**src/rtl/thr_arb_pkg.sv**
```systemverilog
package thr_arb_pkg;
  localparam int CFG_W    = 8;
  localparam int PCT_W    = 7;
  localparam int LVL_W    = 2;
  localparam int PCT_MAX  = 100;

  localparam logic [LVL_W-1:0] GLVL_NONE = 2'd0;
  localparam logic [LVL_W-1:0] GLVL_LOW  = 2'd1;
  localparam logic [LVL_W-1:0] GLVL_MED  = 2'd2;
  localparam logic [LVL_W-1:0] GLVL_HIGH = 2'd3;

  // Clamp an 8-bit configuration value to the 0..100 range.
  function automatic logic [PCT_W-1:0] sat_100(input logic [CFG_W-1:0] v);
    return (v > CFG_W'(PCT_MAX)) ? PCT_W'(PCT_MAX) : v[PCT_W-1:0];
  endfunction

  // Translate a GPU level code to its skip percentage.
  function automatic logic [PCT_W-1:0] gpu_lvl_pct(input logic [LVL_W-1:0] l);
    case (l)
      GLVL_NONE: return PCT_W'(0);
      GLVL_LOW:  return PCT_W'(50);
      GLVL_MED:  return PCT_W'(75);
      default:   return PCT_W'(85);
    endcase
  endfunction
endpackage

```
**src/rtl/thr_cfg_regs.sv**
```systemverilog
module thr_cfg_regs
  import thr_arb_pkg::*;
#(
  parameter int NUM_REQ = 4,
  parameter int IDX_W   = $clog2(NUM_REQ)
) (
  input  logic                            clk,
  input  logic                            rst_n,
  input  logic                            we,
  input  logic [IDX_W-1:0]                idx,
  input  logic [CFG_W-1:0]                prio_in,
  input  logic [CFG_W-1:0]                cpu_in,
  input  logic [LVL_W-1:0]                lvl_in,
  output logic [NUM_REQ-1:0][PCT_W-1:0]   prio_q,
  output logic [NUM_REQ-1:0][PCT_W-1:0]   cpu_q,
  output logic [NUM_REQ-1:0][LVL_W-1:0]   lvl_q
);
  for (genvar g = 0; g < NUM_REQ; g++) begin : g_slot
    logic hit;
    assign hit = we && (idx == IDX_W'(g));
    always_ff @(posedge clk or negedge rst_n) begin
      if (!rst_n) begin
        prio_q[g] <= '0;
        cpu_q[g]  <= '0;
        lvl_q[g]  <= GLVL_NONE;
      end else if (hit) begin
        prio_q[g] <= sat_100(prio_in);
        cpu_q[g]  <= sat_100(cpu_in);
        lvl_q[g]  <= lvl_in;
      end
    end
  end
endmodule

```
**src/rtl/thr_prio_select.sv**
```systemverilog
module thr_prio_select
  import thr_arb_pkg::*;
#(
  parameter int NUM_REQ = 4,
  parameter int IDX_W   = $clog2(NUM_REQ)
) (
  input  logic [NUM_REQ-1:0]              req,
  input  logic [NUM_REQ-1:0][PCT_W-1:0]   prio,
  input  logic [NUM_REQ-1:0][PCT_W-1:0]   cpu,
  input  logic [NUM_REQ-1:0][LVL_W-1:0]   lvl,
  output logic                            any_elig,
  output logic [IDX_W-1:0]                win_idx,
  output logic [PCT_W-1:0]                win_cpu,
  output logic [LVL_W-1:0]                win_lvl
);
  logic [PCT_W-1:0] best_p;

  // Scan upward; a strictly larger priority is needed to replace the
  // current best, so on a tie the lower index stays selected.
  always_comb begin
    best_p   = '0;
    win_idx  = '0;
    win_cpu  = '0;
    win_lvl  = GLVL_NONE;
    for (int i = 0; i < NUM_REQ; i++) begin
      if (req[i] && (prio[i] > best_p)) begin
        best_p  = prio[i];
        win_idx = IDX_W'(i);
        win_cpu = cpu[i];
        win_lvl = lvl[i];
      end
    end
    any_elig = (best_p != '0);
  end
endmodule

```
**src/rtl/thr_arb.sv**
```systemverilog
module thr_arb
  import thr_arb_pkg::*;
#(
  parameter int NUM_REQ = 4,
  parameter int IDX_W   = $clog2(NUM_REQ)
) (
  input  logic               clk,
  input  logic               rst_n,
  input  logic [NUM_REQ-1:0] i_req,
  input  logic               i_cfg_we,
  input  logic [IDX_W-1:0]   i_cfg_idx,
  input  logic [7:0]         i_cfg_prio,
  input  logic [7:0]         i_cfg_cpu_pct,
  input  logic [1:0]         i_cfg_gpu_lvl,
  output logic               o_valid,
  output logic [IDX_W-1:0]   o_winner,
  output logic [6:0]         o_cpu_pct,
  output logic [1:0]         o_gpu_lvl,
  output logic [6:0]         o_gpu_pct
);
  logic [NUM_REQ-1:0][PCT_W-1:0] prio_q;
  logic [NUM_REQ-1:0][PCT_W-1:0] cpu_q;
  logic [NUM_REQ-1:0][LVL_W-1:0] lvl_q;

  // Named internal events, visible to the bound checker.
  logic             sel_any;
  logic [IDX_W-1:0] sel_idx;
  logic [PCT_W-1:0] sel_cpu;
  logic [LVL_W-1:0] sel_lvl;

  thr_cfg_regs #(.NUM_REQ(NUM_REQ), .IDX_W(IDX_W)) cfg_i (
    .clk     (clk),
    .rst_n   (rst_n),
    .we      (i_cfg_we),
    .idx     (i_cfg_idx),
    .prio_in (i_cfg_prio),
    .cpu_in  (i_cfg_cpu_pct),
    .lvl_in  (i_cfg_gpu_lvl),
    .prio_q  (prio_q),
    .cpu_q   (cpu_q),
    .lvl_q   (lvl_q)
  );

  thr_prio_select #(.NUM_REQ(NUM_REQ), .IDX_W(IDX_W)) sel_i (
    .req      (i_req),
    .prio     (prio_q),
    .cpu      (cpu_q),
    .lvl      (lvl_q),
    .any_elig (sel_any),
    .win_idx  (sel_idx),
    .win_cpu  (sel_cpu),
    .win_lvl  (sel_lvl)
  );

  always_ff @(posedge clk or negedge rst_n) begin
    if (!rst_n) begin
      o_valid   <= 1'b0;
      o_winner  <= '0;
      o_cpu_pct <= '0;
      o_gpu_lvl <= GLVL_NONE;
      o_gpu_pct <= '0;
    end else begin
      o_valid   <= sel_any;
      o_winner  <= sel_any ? sel_idx : '0;
      o_cpu_pct <= sel_any ? sel_cpu : '0;
      o_gpu_lvl <= sel_any ? sel_lvl : GLVL_NONE;
      o_gpu_pct <= sel_any ? gpu_lvl_pct(sel_lvl) : '0;
    end
  end
endmodule

```
**config.mk**
```make
export PLATFORM = sky130hd
export DESIGN_NAME = thr_arb
export DESIGN_NICKNAME = d
export VERILOG_FILES = /design/src/rtl/thr_arb_pkg.sv /design/src/rtl/thr_cfg_regs.sv /design/src/rtl/thr_prio_select.sv /design/src/rtl/thr_arb.sv
export SDC_FILE = /design/constraint.sdc
export NUM_CORES = 1
export LEC_CHECK = 0
export BUFFER_PORTS_ARGS = -buffer_cell sky130_fd_sc_hd__buf_2
export CAP_MARGIN = 15
export CORE_MARGIN = 3
export CORE_UTILIZATION = 40
export DETAILED_ROUTE_END_ITERATION = 10
export PLACE_DENSITY = 0.65
export SLEW_MARGIN = 20
export SYNTH_ARGS = -nofsm -noshare
export SYNTH_HDL_FRONTEND = slang
export SYNTH_SLANG_ARGS = --single-unit
```
**constraint.sdc**
```tcl
create_clock -name clk -period 7.75 [get_ports clk]
set_clock_uncertainty 0.05 [all_clocks]
set_input_delay 0.3875 -clock clk [delete_from_list [all_inputs] [get_ports clk]]
set_output_delay 0.3875 -clock clk [all_outputs]
set_load 0.01 [all_outputs]
```
==> results.sh <==
export IMPL_outcome="finished, final reports clean"
export IMPL_rsz0062_at_grt="false"
export IMPL_fp_dieW_um=110
export IMPL_hp_class="in2async"
export IMPL_hold_viol_final=0
export IMPL_antenna_found_initial=0
export IMPL_via_per_inst=5.33
export IMPL_core_area_mm2=0.0104
export IMPL_htree_levels=3
export IMPL_met3_usage_pct=2.58
export IMPL_yosysTopAreaCellShare_pct=46.9
export IMPL_numCtsBuffers=9
export IMPL_die_y_um=110
export IMPL_layout_drive_gt1_share_pct=21.1
export IMPL_cts_sinks=81
export IMPL_drv_slew=0
export IMPL_post_route_period_util_pct=84.4
export IMPL_stdcell_count=630
export IMPL_io_buffers=45
export IMPL_netlist_area_mm2=0.00432
export IMPL_grt_max_degree=82
export IMPL_ys_types=64
export IMPL_crit_top_cell="ha_1"
export IMPL_cts_tree="done"
export IMPL_cpMaxStageDelayCell="o21ai_0"
export IMPL_antenna_left=0
export IMPL_ctsResizeCount=0
export IMPL_clockBufferDepth=2
export IMPL_avgSynthCellArea_um2=9.56
export IMPL_place_inst=612
export IMPL_routed_via_count=3357
export IMPL_grt_pass1_wl_um=16400
export IMPL_layout_setup_ws_ns=1.21
export IMPL_synth_ff_type="dfrtp_1"
export IMPL_final_setup_tns_ns=0
export IMPL_overflow=0
export IMPL_synth_edff_count=0
export IMPL_finalCriticalPeriod_ns=6.54
export IMPL_crit_path_end_kind="flop"
export IMPL_synthArstFlopShare_pct=100
export IMPL_critPathRequiredTime_ns=7.93
export IMPL_holdBufCountCts=0
export IMPL_wl_per_cell_um=15.6
export IMPL_synth_seq_area_share_pct=46.9
export IMPL_post_cts_repair_setup_buffers=0
export IMPL_cpPeakStageDelay_ns=0.43
export IMPL_fmax_mhz=153
export IMPL_cp_arrival_ns=6.71
export IMPL_start_util_pct=41.5
export IMPL_setup_worst_path_class="reg2reg"
export IMPL_drt_wl_total_um=9830
export IMPL_antenna_cells=0
export IMPL_dp_hpwl_um=7170
export IMPL_start_kind="flop"
export IMPL_grt_busiest_layer="met2"
export IMPL_io_pins=46
export IMPL_max_slew_margin_pct=33.6
export IMPL_power_density_mw_per_mm2=283
export IMPL_drc=0
export IMPL_cp_num_buf_inv=3
export IMPL_synth_top_cell_by_area="dfrtp_1"
export IMPL_grt_pass1_vias=3261
export IMPL_worst_pin_slew_ns=0.997
export IMPL_yosys_warnings=0
export IMPL_ir_worst_vdd_mv=0.140
export IMPL_clk_pin_slew_worst_paths_ns=0.08
export IMPL_synth_fp_nets=499
export IMPL_pre_cts_ws_ns=1.00
export IMPL_die_area_mm2=0.0121
export IMPL_setup_viol=0
export IMPL_power_leakage_nw=2.22
export IMPL_grtUsageTotal_pct=17.7
export IMPL_first_pass_iters=4
export IMPL_synth_area_top_cells="dfrtp_1 47%, nand2_1 8.5%, o21ai_0 7.8%"
export IMPL_drv_cap=0
export IMPL_crit_fanout=21
export IMPL_met1_usage_pct=23.1
export IMPL_yosys_register_bits=81
export IMPL_critPathTopFamily="compound AO/OA/AOI/OAI gates"
export IMPL_fin_nets=536
export IMPL_root_buffer="clkbuf_8"
export IMPL_clock_latency_ns=0.34
export IMPL_gp_congestion=0.817
export IMPL_syn2layout_area_growth_pct=12.1
export IMPL_synthCells=452
export IMPL_drtIter0Drc=142
export IMPL_row_count=37
export IMPL_met2_usage_pct=30.1
## worst paths after layout
path,slack (ns),startpoint,cells after the start,to
worst max register to register,1.21,cfg_i.prio_q[4],26,o_gpu_pct[0]
worst min-delay path,0.14,rst_n,1,cfg_i.cpu_q[24]
min in group clk,0.25,i_cfg_gpu_lvl[0],3,cfg_i.lvl_q[0]
max in group asynchronous,6.85,rst_n,1,cfg_i.cpu_q[21]
worst max-delay path,1.21,cfg_i.prio_q[4],26,o_gpu_pct[0]
worst min register to register,0.43,cfg_i.cpu_q[15],2,cfg_i.cpu_q[15]
## stage by stage
stage          area (um2)  utilization (%)  total power, mW  hold slack, ns
3_5_place_dp         4620             44.3             1.08           0.420
2_1_floorplan        4320                -            0.951          0.0419
3_3_place_gp         4620             44.3             1.07           0.412
5_1_grt              4840             46.5             1.48           0.222
4_1_cts              4810             46.2             1.38           0.188
6_report             4840             46.5             1.37           0.142
## where the power goes
group          internal [mW]  total (mW)  switching [mW]  leakage (nW)
Clock                  0.149       0.303           0.154        0.0994
Sequential             0.503       0.549          0.0460          1.03
Combinational          0.209       0.517           0.308          1.09
Total                  0.862        1.37           0.508          2.22
## flip-flops by register name, indices dropped and copies added, names as in the netlist
register,cells
cfg_i.cpu_q,28
cfg_i.lvl_q,8
cfg_i.prio_q,28
o_cpu_pct,7
o_gpu_lvl,1
o_gpu_pct,6
o_valid,1
o_winner,2
## cell families (layout without fill, tap and decap cells)
| kind of cell | after synthesis | after routing | synth area share (%) |
|---|---|---|---|
| and+or+nand+nor | 161 | 161 | 17.0 |
| AOI/OAI and AO/OA | 137 | 137 | 21.7 |
| DFF | 81 | 81 | 46.9 |
| buffers and inverters | 35 | 77 | 3.79 |
| adders and majority gates | 20 | 20 | 5.79 |
| muxes | 16 | 16 | 4.23 |
| xor gates and xnor gates | 2 | 2 | 0.579 |
## Yosys cell counts, types with 7 or more instances
cell,n
nand2_1,98
dfrtp_1,81
o21ai_0,67
a21oi_1,21
ha_1,20
clkbuf_1,16
nand3_1,15
nor2_1,12
inv_1,11
mux2_2,10
nor3_1,7
## final cells by class
type	count	area, um2
clock inverter	7	70.1
sequential	81	2030
fill	1002	5570
clock buffer	9	124
inverter	12	45.0
timing repair buffer	49	273
multi-input combinational	336	2140
tap	136	170
## layer usage
metal / up-vias / routed length, um
li1: 1673 / -
met1: 1606 / 4500
met2: 67 / 4800
met3: 11 / 413
met4: 0 / 119
met5: - / 0
## layout by cell type, fill, tap and decap left out, drive strengths merged, types with 2 or more instances in the layout
master / instances
o211a: 3
nor4: 3
a21o: 2
nand3b: 4
a32o: 2
mux2i: 4
clkinv: 4
o21a: 4
a31oi: 3
o2bb2ai: 7
nand3: 15
o2111ai: 5
and3: 2
nor2: 14
and2: 2
o22ai: 3
mux2: 12
o21ai: 68
a21boi: 5
ha: 20
dfrtp: 81
o211ai: 3
buf: 49
inv: 13
clkbuf: 9
nand2: 99
xnor2: 2
or2: 4
o31ai: 3
nor3: 7
nor2b: 3
a21oi: 25
No activity file was read; power rests on OpenSTA's default activity.
